===== src/rtl/eth_txf_pkg.sv =====
package eth_txf_pkg;
  typedef enum logic [2:0] {
    ST_IDLE = 3'd0,
    ST_PRE  = 3'd1,
    ST_DATA = 3'd2,
    ST_FCS  = 3'd3,
    ST_JAM  = 3'd4
  } txf_state_e;

  typedef enum logic [1:0] {
    CRC_HOLD  = 2'd0,
    CRC_INIT  = 2'd1,
    CRC_FEED  = 2'd2,
    CRC_SHIFT = 2'd3
  } crc_op_e;
endpackage


===== src/rtl/eth_txf_crc.sv =====
module eth_txf_crc
  import eth_txf_pkg::*;
#(
  parameter int          CRC_W    = 32,
  parameter logic [31:0] CRC_POLY = 32'h04C1_1DB7
) (
  input  logic    clk,
  input  logic    rst_n,
  input  crc_op_e op,
  input  logic    din,
  output logic    fcs_bit
);
  localparam logic [CRC_W-1:0] POLY_W = CRC_POLY[CRC_W-1:0];

  logic [CRC_W-1:0] crc_q, crc_n;
  logic             fb;

  assign fb = crc_q[CRC_W-1] ^ din;

  always_comb begin
    crc_n = crc_q;
    case (op)
      CRC_INIT:  crc_n = '1;
      CRC_FEED:  crc_n = {crc_q[CRC_W-2:0], 1'b0} ^ (fb ? POLY_W : '0);
      CRC_SHIFT: crc_n = {crc_q[CRC_W-2:0], 1'b0};
      default:   crc_n = crc_q;
    endcase
  end

  always_ff @(posedge clk or negedge rst_n) begin
    if (!rst_n)              crc_q <= '1;
    else if (op != CRC_HOLD) crc_q <= crc_n;
  end

  assign fcs_bit = ~crc_q[CRC_W-1];

  AST_CRC_PRESET: assert property (@(posedge clk) disable iff (!rst_n)
    (op == CRC_INIT) |=> (crc_q == '1));
endmodule


===== src/rtl/eth_txf_shifter.sv =====
module eth_txf_shifter #(
  parameter int BYTE_W = 8
) (
  input  logic              clk,
  input  logic              rst_n,
  input  logic              load,
  input  logic              shift,
  input  logic [BYTE_W-1:0] din,
  output logic              lsb
);
  logic [BYTE_W-1:0] sr_q, sr_n;

  always_comb begin
    sr_n = sr_q;
    if (load)       sr_n = din;
    else if (shift) sr_n = {1'b0, sr_q[BYTE_W-1:1]};
  end

  always_ff @(posedge clk or negedge rst_n) begin
    if (!rst_n)              sr_q <= '0;
    else if (load || shift)  sr_q <= sr_n;
  end

  assign lsb = sr_q[0];
endmodule


===== src/rtl/eth_txf_ctrl.sv =====
module eth_txf_ctrl
  import eth_txf_pkg::*;
#(
  parameter int PRE_BITS = 64,
  parameter int BYTE_W   = 8,
  parameter int FCS_BITS = 32,
  parameter int JAM_BITS = 32,
  parameter int CNT_W    = 6
) (
  input  logic             clk,
  input  logic             rst_n,
  input  logic             in_valid,
  input  logic             in_last,
  input  logic             col_in,
  output txf_state_e       state_o,
  output logic [CNT_W-1:0] cnt_o,
  output logic             in_ready,
  output logic             load_o,
  output logic             shift_o,
  output crc_op_e          crc_op_o,
  output logic             underrun_o
);
  localparam logic [CNT_W-1:0] PRE_END  = CNT_W'(PRE_BITS - 1);
  localparam logic [CNT_W-1:0] BYTE_END = CNT_W'(BYTE_W - 1);
  localparam logic [CNT_W-1:0] FCS_END  = CNT_W'(FCS_BITS - 1);
  localparam logic [CNT_W-1:0] JAM_END  = CNT_W'(JAM_BITS - 1);

  txf_state_e       state_q, state_n;
  logic [CNT_W-1:0] cnt_q, cnt_n;
  logic             last_q, last_n;
  logic             urun_q, urun_n;

  always_comb begin
    state_n  = state_q;
    cnt_n    = cnt_q;
    last_n   = last_q;
    urun_n   = urun_q;
    in_ready = 1'b0;
    load_o   = 1'b0;
    shift_o  = 1'b0;
    crc_op_o = CRC_HOLD;
    case (state_q)
      ST_IDLE: begin
        if (in_valid) begin
          state_n  = ST_PRE;
          cnt_n    = '0;
          urun_n   = 1'b0;
          crc_op_o = CRC_INIT;
        end
      end
      ST_PRE: begin
        if (col_in) begin
          state_n = ST_JAM;
          cnt_n   = '0;
        end else if (cnt_q == PRE_END) begin
          in_ready = 1'b1;
          cnt_n    = '0;
          if (in_valid) begin
            state_n = ST_DATA;
            load_o  = 1'b1;
            last_n  = in_last;
          end else begin
            state_n = ST_IDLE;
            urun_n  = 1'b1;
          end
        end else begin
          cnt_n = cnt_q + 1'b1;
        end
      end
      ST_DATA: begin
        crc_op_o = CRC_FEED;
        if (col_in) begin
          state_n = ST_JAM;
          cnt_n   = '0;
        end else if (cnt_q == BYTE_END) begin
          cnt_n = '0;
          if (last_q) begin
            state_n = ST_FCS;
          end else begin
            in_ready = 1'b1;
            if (in_valid) begin
              load_o = 1'b1;
              last_n = in_last;
            end else begin
              state_n = ST_IDLE;
              urun_n  = 1'b1;
            end
          end
        end else begin
          cnt_n   = cnt_q + 1'b1;
          shift_o = 1'b1;
        end
      end
      ST_FCS: begin
        crc_op_o = CRC_SHIFT;
        if (col_in) begin
          state_n = ST_JAM;
          cnt_n   = '0;
        end else if (cnt_q == FCS_END) begin
          state_n = ST_IDLE;
          cnt_n   = '0;
        end else begin
          cnt_n = cnt_q + 1'b1;
        end
      end
      ST_JAM: begin
        if (cnt_q == JAM_END) begin
          state_n = ST_IDLE;
          cnt_n   = '0;
        end else begin
          cnt_n = cnt_q + 1'b1;
        end
      end
      default: begin
        state_n = ST_IDLE;
        cnt_n   = '0;
      end
    endcase
  end

  always_ff @(posedge clk or negedge rst_n) begin
    if (!rst_n) begin
      state_q <= ST_IDLE;
      cnt_q   <= '0;
      last_q  <= 1'b0;
      urun_q  <= 1'b0;
    end else begin
      state_q <= state_n;
      cnt_q   <= cnt_n;
      last_q  <= last_n;
      urun_q  <= urun_n;
    end
  end

  assign state_o    = state_q;
  assign cnt_o      = cnt_q;
  assign underrun_o = urun_q;

  AST_COL_TO_JAM: assert property (@(posedge clk) disable iff (!rst_n)
    (col_in && (state_q inside {ST_PRE, ST_DATA, ST_FCS})) |=> (state_q == ST_JAM));
  AST_JAM_IGNORES_COL: assert property (@(posedge clk) disable iff (!rst_n)
    (state_q == ST_JAM && cnt_q != JAM_END) |=> (state_q == ST_JAM));
  AST_URUN_ENDS_FRAME: assert property (@(posedge clk) disable iff (!rst_n)
    $rose(urun_q) |-> (state_q == ST_IDLE));
  AST_BYTE_CNT_BOUND: assert property (@(posedge clk) disable iff (!rst_n)
    (state_q == ST_DATA) |-> (cnt_q <= BYTE_END));
endmodule


===== src/rtl/eth_tx_framer.sv =====
module eth_tx_framer
  import eth_txf_pkg::*;
#(
  parameter int          PRE_BITS = 64,
  parameter int          BYTE_W   = 8,
  parameter int          CRC_W    = 32,
  parameter int          JAM_BITS = 32,
  parameter logic [31:0] CRC_POLY = 32'h04C1_1DB7
) (
  input  logic              clk,
  input  logic              rst_n,
  input  logic [BYTE_W-1:0] in_data,
  input  logic              in_valid,
  input  logic              in_last,
  output logic              in_ready,
  input  logic              col_in,
  output logic              tx_bit,
  output logic              tx_en,
  output logic              underrun
);
  localparam int MAX_A  = (PRE_BITS > CRC_W) ? PRE_BITS : CRC_W;
  localparam int MAX_B  = (JAM_BITS > BYTE_W) ? JAM_BITS : BYTE_W;
  localparam int MAX_C  = (MAX_A > MAX_B) ? MAX_A : MAX_B;
  localparam int CNT_W  = $clog2(MAX_C);
  localparam logic [CNT_W-1:0] SYNC_AT = CNT_W'(PRE_BITS - 2);

  txf_state_e       state;
  logic [CNT_W-1:0] cnt;
  logic             load, shift, data_bit, fcs_bit;
  crc_op_e          crc_op;

  eth_txf_ctrl #(
    .PRE_BITS (PRE_BITS),
    .BYTE_W   (BYTE_W),
    .FCS_BITS (CRC_W),
    .JAM_BITS (JAM_BITS),
    .CNT_W    (CNT_W)
  ) u_ctrl (
    .clk        (clk),
    .rst_n      (rst_n),
    .in_valid   (in_valid),
    .in_last    (in_last),
    .col_in     (col_in),
    .state_o    (state),
    .cnt_o      (cnt),
    .in_ready   (in_ready),
    .load_o     (load),
    .shift_o    (shift),
    .crc_op_o   (crc_op),
    .underrun_o (underrun)
  );

  eth_txf_shifter #(.BYTE_W(BYTE_W)) u_shift (
    .clk   (clk),
    .rst_n (rst_n),
    .load  (load),
    .shift (shift),
    .din   (in_data),
    .lsb   (data_bit)
  );

  eth_txf_crc #(.CRC_W(CRC_W), .CRC_POLY(CRC_POLY)) u_crc (
    .clk     (clk),
    .rst_n   (rst_n),
    .op      (crc_op),
    .din     (data_bit),
    .fcs_bit (fcs_bit)
  );

  always_comb begin
    case (state)
      ST_PRE:  tx_bit = (cnt < SYNC_AT) ? ~cnt[0] : 1'b1;
      ST_DATA: tx_bit = data_bit;
      ST_FCS:  tx_bit = fcs_bit;
      ST_JAM:  tx_bit = 1'b1;
      default: tx_bit = 1'b0;
    endcase
  end

  assign tx_en = (state != ST_IDLE);

  AST_START_NEEDS_VALID: assert property (@(posedge clk) disable iff (!rst_n)
    $rose(tx_en) |-> $past(in_valid));
  AST_READY_IN_FRAME: assert property (@(posedge clk) disable iff (!rst_n)
    in_ready |-> (tx_en && !col_in));
  AST_IDLE_LINE_LOW: assert property (@(posedge clk) disable iff (!rst_n)
    !tx_en |-> !tx_bit);
endmodule


===== config.mk =====
export PLATFORM = sky130hd
export DESIGN_NAME = eth_tx_framer
export DESIGN_NICKNAME = d
export VERILOG_FILES = /design/src/rtl/eth_txf_pkg.sv /design/src/rtl/eth_txf_crc.sv /design/src/rtl/eth_txf_shifter.sv /design/src/rtl/eth_txf_ctrl.sv /design/src/rtl/eth_tx_framer.sv
export SDC_FILE = /design/constraint.sdc
export NUM_CORES = 1
export LEC_CHECK = 0
export BUFFER_PORTS_ARGS = -buffer_cell sky130_fd_sc_hd__buf_2
export CAP_MARGIN = 15
export CELL_PAD_IN_SITES_DETAIL_PLACEMENT = 1
export CELL_PAD_IN_SITES_GLOBAL_PLACEMENT = 1
export CORE_ASPECT_RATIO = 1.2
export CORE_MARGIN = 4
export CORE_UTILIZATION = 52
export DETAILED_ROUTE_END_ITERATION = 10
export PLACE_DENSITY = 0.81
export SYNTH_ARGS = -nofsm -noshare
export SYNTH_HDL_FRONTEND = slang
export SYNTH_SLANG_ARGS = --single-unit

===== constraint.sdc =====
create_clock -name clk -period 3.8 [get_ports clk]
set_input_delay 0.57 -clock clk [delete_from_list [all_inputs] [get_ports clk]]
set_output_delay 0.57 -clock clk [all_outputs]
set_load 0.005 [all_outputs]

==> qor.log <==
INFO  status         status=finished clean
INFO  min_path       min_path_type=primary input to asynchronous set/reset pin
INFO  synthesis      dominantRegCellSynth=dfstp_2
INFO  synthesis      syn_nets=245
INFO  critical_path  worst_reg2reg_endpoint=u_shift.sr_q[0]
INFO  critical_path  path_buf_inv=1
INFO  synthesis      synth_edf_count=0
INFO  grt            gr-total-overflow=0
INFO  flow_run       cap_viol_max_count=0
INFO  detailed_routing drt-wirelength-per-cell=18.04µm
INFO  timing         fmax=0.3729GHz
INFO  die            dieArea=6224µm²
INFO  grt            initial_antenna_violation_count=0
INFO  synthesis      synth_top_cells_by_area=dfstp_2, dfrtp_1, o22a_1, xor2_1, mux2_2
INFO  synthesis      yosys.area.top_type=dfstp_2
INFO  finish         final_layout_size_suffix_gt1_share=32.78%
INFO  detailed_routing drcViolationCount=0
INFO  die            core=4905µm²
INFO  critical_path  timing.critical_path.required=3.23ns
INFO  critical_path  critPathMaxStageDelay=0.71ns
INFO  timing         grt_setup_unrepaired=false
INFO  synthesis      ys_seq_elements=51
INFO  clock_tree     clock_transition_at_path_regs=0.10ns
INFO  critical_path  reg2reg_depth=4
INFO  power_and_ir_drop p_int=1.153mW
INFO  timing         worst_pin_slew=0.6188ns
INFO  timing         report.final.hold_viol_count=0
INFO  timing         skew=0.01414ns
INFO  critical_path  critical_path.cell_chain=or4b_4, nor4_2, or2_2, buf_2
INFO  grt            grt.total_usage=19.17%
INFO  power_and_ir_drop power_frac_comb=34.2%
INFO  critical_path  timing.rr.start=u_ctrl.state_o[1]
INFO  synthesis      synthMostInstantiatedCell=o22a_1
INFO  finish         antennaDiodeCount=0
INFO  synthesis      ys.warnings.count=0
INFO  clock_tree     post_cts_setup_repair_buffer_count=0
INFO  timing         setup_viol=0
INFO  clock_tree     cts_repair_resize_count=0
INFO  clock_tree     clk-insertion-delay-late=0.31ns
INFO  clock_tree     cts_root_buffer=clkbuf_8
INFO  place          place.port_buffers=16
INFO  detailed_routing drtAntennaViolNets=0
INFO  clock_tree     htree_num_levels=2
INFO  die            placementRows=28
INFO  critical_path  critPathSlowestCell=dfrtp_1
INFO  finish         final_std_cell_area_no_fill=2831µm²
INFO  power_and_ir_drop total_leakage_power=1.139nW
INFO  grt            grt_first_pass_wirelength=9.473mm
INFO  die            ioPinCount=17
INFO  die            die-width=72.69µm
INFO  synthesis      netlist.area_leader.share=32.20%
INFO  power_and_ir_drop switching_power=0.6435mW
INFO  timing         slew-limit-headroom=58.56%
INFO  place          gpl_congestion=0.7854
INFO  detailed_routing detailedRoute.firstPassIterationCount=4
INFO  finish         nets=254
INFO  synthesis      avgSynthCellArea=11.30µm²
INFO  place          detailed_place_hpwl=3.655mm
INFO  critical_path  endpoint_kind=output port
INFO  power_and_ir_drop power_frac_clock=18.9%
INFO  clock_tree     clkSinkCount=51
INFO  critical_path  r2r_setup_slack=1.44ns
INFO  synthesis      synthesis.instances=231
INFO  place          dpl_cell_area=2729µm²
INFO  finish         area.growth.synth_to_final=8.433%
INFO  power_and_ir_drop power.density_cell_area=634.6nW/µm²
INFO  detailed_routing first_iter_violations=127
INFO  critical_path  timing_worst_setup_path_type=flop to output port
INFO  synthesis      post_synth_num_cell_types=53
INFO  die            die-height=85.63µm
INFO  clock_tree     cts_tree=yes
INFO  synthesis      asyncSetResetFlopFracSynth=100.0%
INFO  clock_tree     cts_max_path_buffers=2
INFO  grt            first_global_vias=1,950
INFO  critical_path  critical-path-top-delay-family=simple AND/OR/NAND/NOR gates
INFO  die            start_util=53.24%
INFO  detailed_routing num_vias=1,839
INFO  power_and_ir_drop p_seq_share=46.9%
INFO  timing         post-route-min-period=2.682ns
INFO  clock_tree     cts_inserted_buffers=5
INFO  detailed_routing drt_wl_total=5.431mm
INFO  synthesis      synth_area=2611µm²
INFO  critical_path  crit_path_start_kind=flop
INFO  timing         slew_violations=0
INFO  clock_tree     cts.hold.buffers_added=0
INFO  timing         totalNegativeSetupSlack=0ns
INFO  synthesis      synth_seq_area_share=50.41%
INFO  timing         final_min_period_over_clock_period=70.58%
INFO  power_and_ir_drop power.switching_fraction=35.81%
INFO  power_and_ir_drop worst_ir_drop_vdd=395.8µV
INFO  grt            grt_start_max_net_pins=34
INFO  critical_path  worst-path-max-fanout=21
INFO  critical_path  critPathArrivalTime=2.11ns
INFO  synthesis      synth_common_cells=o22a_1, dfstp_2, dfrtp_1
INFO  detailed_routing avgViaCountPerCell=6.110
registers in the layout, indices dropped and copies added, names as in the netlist:
| register | flops |
|---|---|
| u_ctrl.cnt_o | 6 |
| u_ctrl.last_q | 1 |
| u_ctrl.state_o | 3 |
| u_ctrl.underrun_o | 1 |
| u_crc.crc_q | 32 |
| u_shift.sr_q | 8 |
metrics by stage:
| stage | std cells | worst slack [ns] | utilization [%] | power [mW] | hold WS [ns] |
|---|---|---|---|---|---|
| detailed placement | 293 | 1.420 | 55.64 | 1.472 | 0.5064 |
| floorplan | 231 | 1.615 | - | 1.300 | 0.2744 |
| CTS | 301 | 1.107 | 57.73 | 1.820 | 0.2697 |
| global placement | 293 | 1.440 | 55.64 | 1.444 | 0.5042 |
| finish | 301 | 1.118 | 57.73 | 1.797 | 0.2526 |
| global route | 301 | 0.9887 | 57.73 | 1.929 | 0.2837 |
cells by family after synthesis:
kind of cell / synth area share (%)
AND/OR/NAND/NOR: 11.69
flip-flops: 50.41
XOR/XNOR: 5.031
multiplexers: 6.421
adder cells (fa/ha/maj): 0.4791
AO/OA/AOI/OAI: 21.71
buffers and inverters: 4.264
worst register-to-register path, stage by stage, from the launching register on:
cell	delay (ns)
dfrtp_1	0.71
or4b_4	0.57
a31oi_2	0.35
mux2_2	0.38
mux2_2	0.26
cells in the final DEF, fill, tap and decap left out, types with 5 or more instances in the layout:
master / n
dfstp_2: 32
mux2_2: 8
buf_4: 5
mux2_1: 6
inv_1: 9
clkbuf_8: 7
o21ai_0: 8
nor2_1: 8
dfrtp_1: 19
o22a_1: 33
buf_2: 16
nand2_1: 9
xor2_1: 14
nand2b_1: 5
per-layer routing:
| metal | up-vias | GRT usage (%) | wire [µm] |
|---|---|---|---|
| met5 | - | 0 | 0 |
| met4 | 0 | 5.201 | 66 |
| met3 | 5 | 3.634 | 130 |
| met2 | 21 | 32.51 | 2841 |
| met1 | 940 | 24.89 | 2393 |
| li1 | 873 | - | - |
final cells by class:
class | instances | area [µm²]
multi-input cells | 152 | 1186
inverters | 9 | 33.78
clock buffers | 7 | 96.34
clock inverters | 1 | 6.256
repair buffers | 21 | 117.6
well taps | 60 | 75.07
fillers | 537 | 2073
flip-flops and latches | 51 | 1316
worst max path at each step:
stage               cells past startpoint              start       end
floorplan                               4             col_in  in_ready
global placement                        5             col_in  in_ready
detailed placement                      5             col_in  in_ready
CTS                                     4  u_ctrl.state_o[1]  in_ready
global route                            4  u_ctrl.state_o[1]  in_ready
finish                                  4  u_ctrl.state_o[1]  in_ready
power by group through the flow:
stage	logic [mW]	clock network [mW]	registers, mW
floorplan	0.533	0	0.766
global placement	0.602	0	0.842
detailed placement	0.620	0	0.852
CTS	0.622	0.356	0.841
global route	0.684	0.382	0.864
finish	0.614	0.340	0.843
(Power assumes the default switching activity.)
